<file path="config.mk">
export PLATFORM = sky130hd
export DESIGN_NAME = fbx_engine
export DESIGN_NICKNAME = d
export VERILOG_FILES = /design/src/rtl/fbx_pkg.sv /design/src/rtl/fbx_addr.sv /design/src/rtl/fbx_pixconv.sv /design/src/rtl/fbx_engine.sv
export SDC_FILE = /design/constraint.sdc
export NUM_CORES = 2
export LEC_CHECK = 0
export BUFFER_PORTS_ARGS = -buffer_cell sky130_fd_sc_hd__buf_2
export CAP_MARGIN = 20
export CORE_MARGIN = 2
export CORE_UTILIZATION = 55
export CTS_CLUSTER_SIZE = 12
export DETAILED_ROUTE_END_ITERATION = 16
export GPL_ROUTABILITY_DRIVEN = 0
export PLACE_DENSITY = 0.83
export SETUP_SLACK_MARGIN = 0.4
export SLEW_MARGIN = 20
export SYNTH_ARGS = -nofsm -noshare
export SYNTH_HDL_FRONTEND = slang
export SYNTH_SLANG_ARGS = --single-unit
</file>
<file path="constraint.sdc">
create_clock -name clk -period 15.7 [get_ports clk]
set_input_delay 3.925 -clock clk [delete_from_list [all_inputs] [get_ports clk]]
set_output_delay 3.925 -clock clk [all_outputs]
set_load 0.01 [all_outputs]
</file>
<file path="src/rtl/fbx_pkg.sv">
package fbx_pkg;
  localparam int DIM_W   = 16;
  localparam int ADDR_W  = 32;
  localparam int BASE_W  = ADDR_W - 3;
  localparam int FMT_W   = 3;
  localparam int TILE_LG = 3;

  localparam int FLG_FLIP  = 0;
  localparam int FLG_TILE  = 1;
  localparam int FLG_RAW   = 3;
  localparam int FLG_IFMT  = 8;
  localparam int FLG_OFMT  = 12;
  localparam int FLG_HALVE = 24;

  typedef enum logic [1:0] {LAY_T2L, LAY_L2T, LAY_RAW} layout_e;

  typedef struct packed {
    logic [BASE_W-1:0] in_base;
    logic [BASE_W-1:0] out_base;
    logic [DIM_W-1:0]  in_w;
    logic [DIM_W-1:0]  in_h;
    logic [DIM_W-1:0]  out_w;
    logic [DIM_W-1:0]  out_h;
    logic              flip;
    logic              halve;
    layout_e           layout;
    logic [FMT_W-1:0]  in_fmt;
    logic [FMT_W-1:0]  out_fmt;
  } job_cfg_t;

  typedef struct packed {
    logic [7:0] r;
    logic [7:0] g;
    logic [7:0] b;
    logic [7:0] a;
  } rgba_t;

  function automatic logic [ADDR_W-1:0] tile_off(input logic [DIM_W-1:0] px,
                                                 input logic [DIM_W-1:0] py,
                                                 input logic [DIM_W-1:0] w);
    logic [ADDR_W-1:0] t;
    t = ADDR_W'(py >> TILE_LG) * ADDR_W'(w >> TILE_LG) + ADDR_W'(px >> TILE_LG);
    return {t[ADDR_W-7:0], py[2], px[2], py[1], px[1], py[0], px[0]};
  endfunction

  function automatic rgba_t pix_decode(input logic [FMT_W-1:0] f, input logic [31:0] p);
    rgba_t c;
    case (f)
      3'd1: c = '{r: p[23:16], g: p[15:8], b: p[7:0], a: 8'hFF};
      3'd2: c = '{r: {p[15:11], p[15:13]}, g: {p[10:5], p[10:9]},
                  b: {p[4:0], p[4:2]}, a: 8'hFF};
      3'd3: c = '{r: {p[15:11], p[15:13]}, g: {p[10:6], p[10:8]},
                  b: {p[5:1], p[5:3]}, a: {8{p[0]}}};
      3'd4: c = '{r: {2{p[15:12]}}, g: {2{p[11:8]}}, b: {2{p[7:4]}}, a: {2{p[3:0]}}};
      default: c = '{r: p[31:24], g: p[23:16], b: p[15:8], a: p[7:0]};
    endcase
    return c;
  endfunction

  function automatic logic [31:0] pix_encode(input logic [FMT_W-1:0] f, input rgba_t c);
    logic [31:0] p;
    case (f)
      3'd1: p = {8'h00, c.r, c.g, c.b};
      3'd2: p = {16'h0000, c.r[7:3], c.g[7:2], c.b[7:3]};
      3'd3: p = {16'h0000, c.r[7:3], c.g[7:3], c.b[7:3], c.a[7]};
      3'd4: p = {16'h0000, c.r[7:4], c.g[7:4], c.b[7:4], c.a[7:4]};
      default: p = {c.r, c.g, c.b, c.a};
    endcase
    return p;
  endfunction
endpackage

</file>
<file path="src/rtl/fbx_addr.sv">
module fbx_addr
  import fbx_pkg::*;
(
  input  job_cfg_t          cfg,
  input  logic [DIM_W-1:0]  x,
  input  logic [DIM_W-1:0]  y,
  input  logic              second,
  output logic [ADDR_W-1:0] src_addr,
  output logic [ADDR_W-1:0] dst_addr
);
  logic [DIM_W-1:0]  sx, sy;
  logic [ADDR_W-1:0] src_off, dst_off;

  always_comb begin
    sx = cfg.halve ? {x[DIM_W-2:0], second} : x;
    sy = cfg.flip ? (cfg.in_h - DIM_W'(1) - y) : y;
    if (cfg.layout == LAY_T2L) src_off = tile_off(sx, sy, cfg.in_w);
    else                       src_off = ADDR_W'(sy) * ADDR_W'(cfg.in_w) + ADDR_W'(sx);
    if (cfg.layout == LAY_L2T) dst_off = tile_off(x, y, cfg.out_w);
    else                       dst_off = ADDR_W'(y) * ADDR_W'(cfg.out_w) + ADDR_W'(x);
    src_addr = {cfg.in_base, 3'b000} + src_off;
    dst_addr = {cfg.out_base, 3'b000} + dst_off;
  end
endmodule

</file>
<file path="src/rtl/fbx_pixconv.sv">
module fbx_pixconv
  import fbx_pkg::*;
(
  input  logic [FMT_W-1:0] in_fmt,
  input  logic [FMT_W-1:0] out_fmt,
  input  logic             halve,
  input  logic [31:0]      pix_a,
  input  logic [31:0]      pix_b,
  output logic [31:0]      pix_out
);
  rgba_t ca, cb, cm;
  logic [8:0] sum [4];

  always_comb begin
    ca = pix_decode(in_fmt, pix_a);
    cb = pix_decode(in_fmt, pix_b);
    for (int i = 0; i < 4; i++) begin
      sum[i] = {1'b0, ca[8*i +: 8]} + {1'b0, cb[8*i +: 8]} + 9'd1;
      cm[8*i +: 8] = halve ? sum[i][8:1] : ca[8*i +: 8];
    end
    pix_out = pix_encode(out_fmt, cm);
  end
endmodule

</file>
<file path="src/rtl/fbx_engine.sv">
module fbx_engine
  import fbx_pkg::*;
(
  input  logic              clk,
  input  logic              rst_n,
  input  logic [BASE_W-1:0] cfg_in_base,
  input  logic [BASE_W-1:0] cfg_out_base,
  input  logic [31:0]       cfg_in_dim,
  input  logic [31:0]       cfg_out_dim,
  input  logic [31:0]       cfg_flags,
  input  logic              trig_we,
  input  logic [31:0]       trig_wdata,
  output logic              rd_req,
  output logic [ADDR_W-1:0] rd_addr,
  input  logic              rd_vld,
  input  logic [31:0]       rd_data,
  output logic              wr_req,
  output logic [ADDR_W-1:0] wr_addr,
  output logic [31:0]       wr_data,
  input  logic              wr_ack,
  output logic              busy,
  output logic              done
);
  typedef enum logic [1:0] {ST_IDLE, ST_RD_A, ST_RD_B, ST_WR} st_e;

  st_e              st_q, st_d;
  logic [DIM_W-1:0] x_q, x_d, y_q, y_d;
  logic [31:0]      pa_q, pb_q;
  logic             pa_en, pb_en, cfg_en;
  logic             done_q, done_d;
  job_cfg_t         cfg_q, cfg_new;
  logic             start, empty, last_x, last_y;

  always_comb begin
    cfg_new.in_base  = cfg_in_base;
    cfg_new.out_base = cfg_out_base;
    cfg_new.in_w     = cfg_in_dim[DIM_W-1:0];
    cfg_new.in_h     = cfg_in_dim[2*DIM_W-1:DIM_W];
    cfg_new.out_w    = cfg_out_dim[DIM_W-1:0];
    cfg_new.out_h    = cfg_out_dim[2*DIM_W-1:DIM_W];
    cfg_new.flip     = cfg_flags[FLG_FLIP];
    cfg_new.halve    = cfg_flags[FLG_HALVE];
    cfg_new.layout   = cfg_flags[FLG_RAW]  ? LAY_RAW :
                       cfg_flags[FLG_TILE] ? LAY_L2T : LAY_T2L;
    cfg_new.in_fmt   = cfg_flags[FLG_IFMT +: FMT_W];
    cfg_new.out_fmt  = cfg_flags[FLG_OFMT +: FMT_W];
  end

  assign start  = trig_we && trig_wdata[0] && (st_q == ST_IDLE);
  assign empty  = (cfg_new.out_w == '0) || (cfg_new.out_h == '0);
  assign last_x = (x_q == cfg_q.out_w - DIM_W'(1));
  assign last_y = (y_q == cfg_q.out_h - DIM_W'(1));

  always_comb begin
    st_d   = st_q;
    x_d    = x_q;
    y_d    = y_q;
    done_d = 1'b0;
    pa_en  = 1'b0;
    pb_en  = 1'b0;
    cfg_en = 1'b0;
    case (st_q)
      ST_IDLE: if (start) begin
        if (empty) begin
          done_d = 1'b1;
        end else begin
          cfg_en = 1'b1;
          x_d    = '0;
          y_d    = '0;
          st_d   = ST_RD_A;
        end
      end
      ST_RD_A: if (rd_vld) begin
        pa_en = 1'b1;
        st_d  = cfg_q.halve ? ST_RD_B : ST_WR;
      end
      ST_RD_B: if (rd_vld) begin
        pb_en = 1'b1;
        st_d  = ST_WR;
      end
      ST_WR: if (wr_ack) begin
        st_d = ST_RD_A;
        if (!last_x) begin
          x_d = x_q + DIM_W'(1);
        end else begin
          x_d = '0;
          if (last_y) begin
            st_d   = ST_IDLE;
            done_d = 1'b1;
          end else begin
            y_d = y_q + DIM_W'(1);
          end
        end
      end
      default: st_d = ST_IDLE;
    endcase
  end

  always_ff @(posedge clk or negedge rst_n) begin
    if (!rst_n) begin
      st_q   <= ST_IDLE;
      x_q    <= '0;
      y_q    <= '0;
      done_q <= 1'b0;
      pa_q   <= '0;
      pb_q   <= '0;
      cfg_q  <= '0;
    end else begin
      st_q   <= st_d;
      x_q    <= x_d;
      y_q    <= y_d;
      done_q <= done_d;
      if (pa_en)  pa_q  <= rd_data;
      if (pb_en)  pb_q  <= rd_data;
      if (cfg_en) cfg_q <= cfg_new;
    end
  end

  fbx_addr u_addr (
    .cfg      (cfg_q),
    .x        (x_q),
    .y        (y_q),
    .second   (st_q == ST_RD_B),
    .src_addr (rd_addr),
    .dst_addr (wr_addr)
  );

  fbx_pixconv u_conv (
    .in_fmt  (cfg_q.in_fmt),
    .out_fmt (cfg_q.out_fmt),
    .halve   (cfg_q.halve),
    .pix_a   (pa_q),
    .pix_b   (pb_q),
    .pix_out (wr_data)
  );

  assign rd_req = (st_q == ST_RD_A) || (st_q == ST_RD_B);
  assign wr_req = (st_q == ST_WR);
  assign busy   = (st_q != ST_IDLE);
  assign done   = done_q;


  rd_hold_chk: assert property (@(posedge clk) disable iff (!rst_n)
    rd_req && !rd_vld |=> rd_req && $stable(rd_addr));

  wr_hold_chk: assert property (@(posedge clk) disable iff (!rst_n)
    wr_req && !wr_ack |=> wr_req && $stable(wr_addr) && $stable(wr_data));

  rw_excl_chk: assert property (@(posedge clk) disable iff (!rst_n)
    !(rd_req && wr_req));

  done_pulse_chk: assert property (@(posedge clk) disable iff (!rst_n)
    done |=> !done);

  done_idle_chk: assert property (@(posedge clk) disable iff (!rst_n)
    done |-> !busy);

  start_busy_chk: assert property (@(posedge clk) disable iff (!rst_n)
    trig_we && trig_wdata[0] && !busy && (cfg_out_dim[15:0] != 16'd0)
    && (cfg_out_dim[31:16] != 16'd0) |=> busy);

  nostart_chk: assert property (@(posedge clk) disable iff (!rst_n)
    !busy && !(trig_we && trig_wdata[0]) |=> !busy);
endmodule

</file>
==> results.md <==
- Status: finished, final reports clean
- Ys async rst share: 100%
- Drt first pass iters: 6
- Die X: 279 um
- Longest Clk Path Bufs: 3
- Core Region: 74,700 um^2
- YS warnings: 0
- CP max FO: 16
- Sequential share of the synthesized area: 13.9%
- CP bufs+invs: 5
- Max Clock Skew: 0.0327 ns
- Hold WC Path Type: reg2reg
- Final hold vios: 0
- Routed WL per cell: 20.1 um
- Net count after synthesis: 5,932
- Drt first-iter violations: 3,160
- Num CTS Buffers: 30
- R2r worst-path depth: 10
- # IOs: 323
- FF+latch count, synth: 231
- DRC viols: 0
- Setup violators final: 0
- Final setup TNS: 0 ns
- Total gr overflow: 0
- IO Port Bufs: 269
- First-pass GRT wire length: 189,000 um
- Root Buffer: clkbuf_16
- Die ar.: 77,900 um^2
- Pin count of the biggest net entering global routing: 103
- Clk_lat worst skew: 0.63 ns
- Final Max Slew Viols: 0
- H-tree levels: 1
- CP dominant cell by count: fa_1
- Slew @ Worst Pin: 1.13 ns
- Worst R2R Setup Slack: 10.91 ns
- RSZ-0062 raised after global routing: no
- Crit path launch type: flop
- GRT Util Overall: 30.5%
- Post-DP HPWL: 92,200 um
- Number of max-cap violations: 0
- Synth top area cells: fa_1 (25%), dfrtp_1 (14%), ha_1 (13%), inv_1 (6.6%), mux2_2 (6.0%)
- Hold Path Origin: cfg_q[114]
- Critical R2R Capture: y_q[15]
- Syn Area/Cell: 8.75 um^2
- EDFF count, synth: 0
- DRT antenna net count: 0
- Worst-path clk slew: 0.06 ns
- Nets@finish: 6,089
- Chip height: 279 um
- CP required: 11.77 ns
- RR Startpoint: cfg_q[32]
- Non-filler cells in the finished layout: 5,909
- Worst hold path endpoint: cfg_q[114]
- Largest area contributor in the netlist: fa_1
- CP Class: reg2out
- # placed instances: 5,849
- Synthesized area: 41,600 um^2
- DR vias: 35,423
- Crit path time final: 14.83 ns
- DR vias/cell: 5.99
- Total wire length: 119,000 um
- Cells after synthesis: 4,760
- Synth top area share: 25.1%
- Synth-to-Final Area Change: 8.31%
- Achievable frequency: 67.4 MHz
- Worst hold path depth: 1
- Main flop type after synthesis: dfrtp_1
- CP peak stage delay: 0.57 ns
- Crit end category: primary output
- WP data arrival: 10.90 ns
- Row count: 100
- Slew HR: 24.8%
- Initial antenna violation count: 3
- Clk sink count: 231
- Tcrit/Tclk final: 94.5%
- Initial core utilization: 55.7%
- Yosys cell types: 92
- Worst path slowest cell: fa_1
- Share of layout cells above drive strength 1: 13.9%
- Vias in the first global route: 36,058
- CTS tree: done
- Crit path max-delay family: adder cells
## how the worst max path moves through the flow
stage	start	cells past startpoint	slack, ns	endpoint
2_1_floorplan	y_q[1]	43	1.56	rd_addr[31]
3_3_place_gp	y_q[1]	44	0.86	rd_addr[31]
3_5_place_dp	cfg_q[42]	44	0.83	rd_addr[31]
4_1_cts	cfg_q[42]	44	0.40	rd_addr[31]
5_1_grt	y_q[1]	44	0.31	rd_addr[31]
6_report	y_q[1]	41	0.87	rd_addr[31]
## through the flow
stage	setup WS (ns)	cell area, um^2	hold slack (ns)	util, %
floorplan	1.56	41600	0.473	-
global placement	0.863	43900	0.495	58.7
detailed placement	0.831	43900	0.500	58.7
CTS	0.404	44900	0.517	60.1
global route	0.306	45100	0.523	60.4
finish	0.871	45100	0.514	60.4
## cells in the final DEF (no fill, tap or decap), types with 27 or more instances in the layout
master / synthesis / layout
o211ai_1: 27 / 27
xnor2_1: 135 / 135
nor2b_1: 43 / 42
clkbuf_16: 0 / 30
o21a_1: 29 / 29
mux2_2: 221 / 221
buf_2: 21 / 268
nand3_1: 57 / 56
a21oi_1: 202 / 193
xor2_1: 67 / 67
dfrtp_1: 231 / 227
fa_1: 523 / 522
o21ai_0: 183 / 179
a211oi_1: 46 / 45
and2_1: 177 / 177
nor3_1: 55 / 55
nand2_1: 563 / 563
a31oi_1: 45 / 43
nor2_1: 253 / 252
mux2i_1: 50 / 50
a21o_1: 70 / 70
nand2b_1: 38 / 38
inv_1: 733 / 733
ha_1: 426 / 425
buf_4: 0 / 63
## Yosys cell counts (45+ instances only)
cell type	number
fa_1	523
o21ai_0	183
a21o_1	70
xnor2_1	135
mux2_2	221
dfrtp_1	231
nand2_1	563
clkbuf_1	154
inv_1	733
a211oi_1	46
nor3_1	55
a21oi_1	202
ha_1	426
xor2_1	67
a31oi_1	45
and2_1	177
nor2_1	253
mux2i_1	50
nand3_1	57
## kinds of logic after synthesis
kind of cell	share of synthesized area, %
adder cells (fa/ha/maj)	38.0
AND/OR/NAND/NOR	15.2
multiplexers	7.32
flip-flops	13.9
AO/OA/AOI/OAI	12.8
buffers and inverters	8.63
XOR/XNOR	4.25
## per-layer routing
metal | GRT usage, % | vias to the layer above | share of wire [%]
met1 | 37.7 | 17127 | 37
li1 | - | 16021 | -
met3 | 7.45 | 415 | 10
met2 | 50.2 | 1858 | 47
met4 | 14.4 | 2 | 5.3
met5 | 0 | - | 0.012
## registers in the layout (all words and copies together), names as in the netlist
signal / cells
y_q: 16
pa_q: 32
pb_q: 32
cfg_q: 132
done: 1
x_q: 16
st_q: 2
## final cells by class
type                            count  area (um^2)
Tap cell                          969         1210
Inverter                          739         2780
Clock buffer                       39          825
Multi-Input combinational cell   3581        32400
Fill cell                        6054        29600
Sequential cell                   231         5790
Antenna cell                        1         2.50
Clock inverter                     15          209
Timing Repair Buffer              334         1870
## what timing repair did
action / in CTS / in global routing
hold buffers: 0 / 0
endpoints found under the hold margin: 0 / 0
endpoints found under the setup margin: 1 / 5
resized for setup: 3 / 27
pin swaps: 0 / 9
buffers inserted: 0 / 4
Power is left out: the tool's default activity adds up to more than one toggle a clock period on the data nets, which glitch-free logic cannot reach.
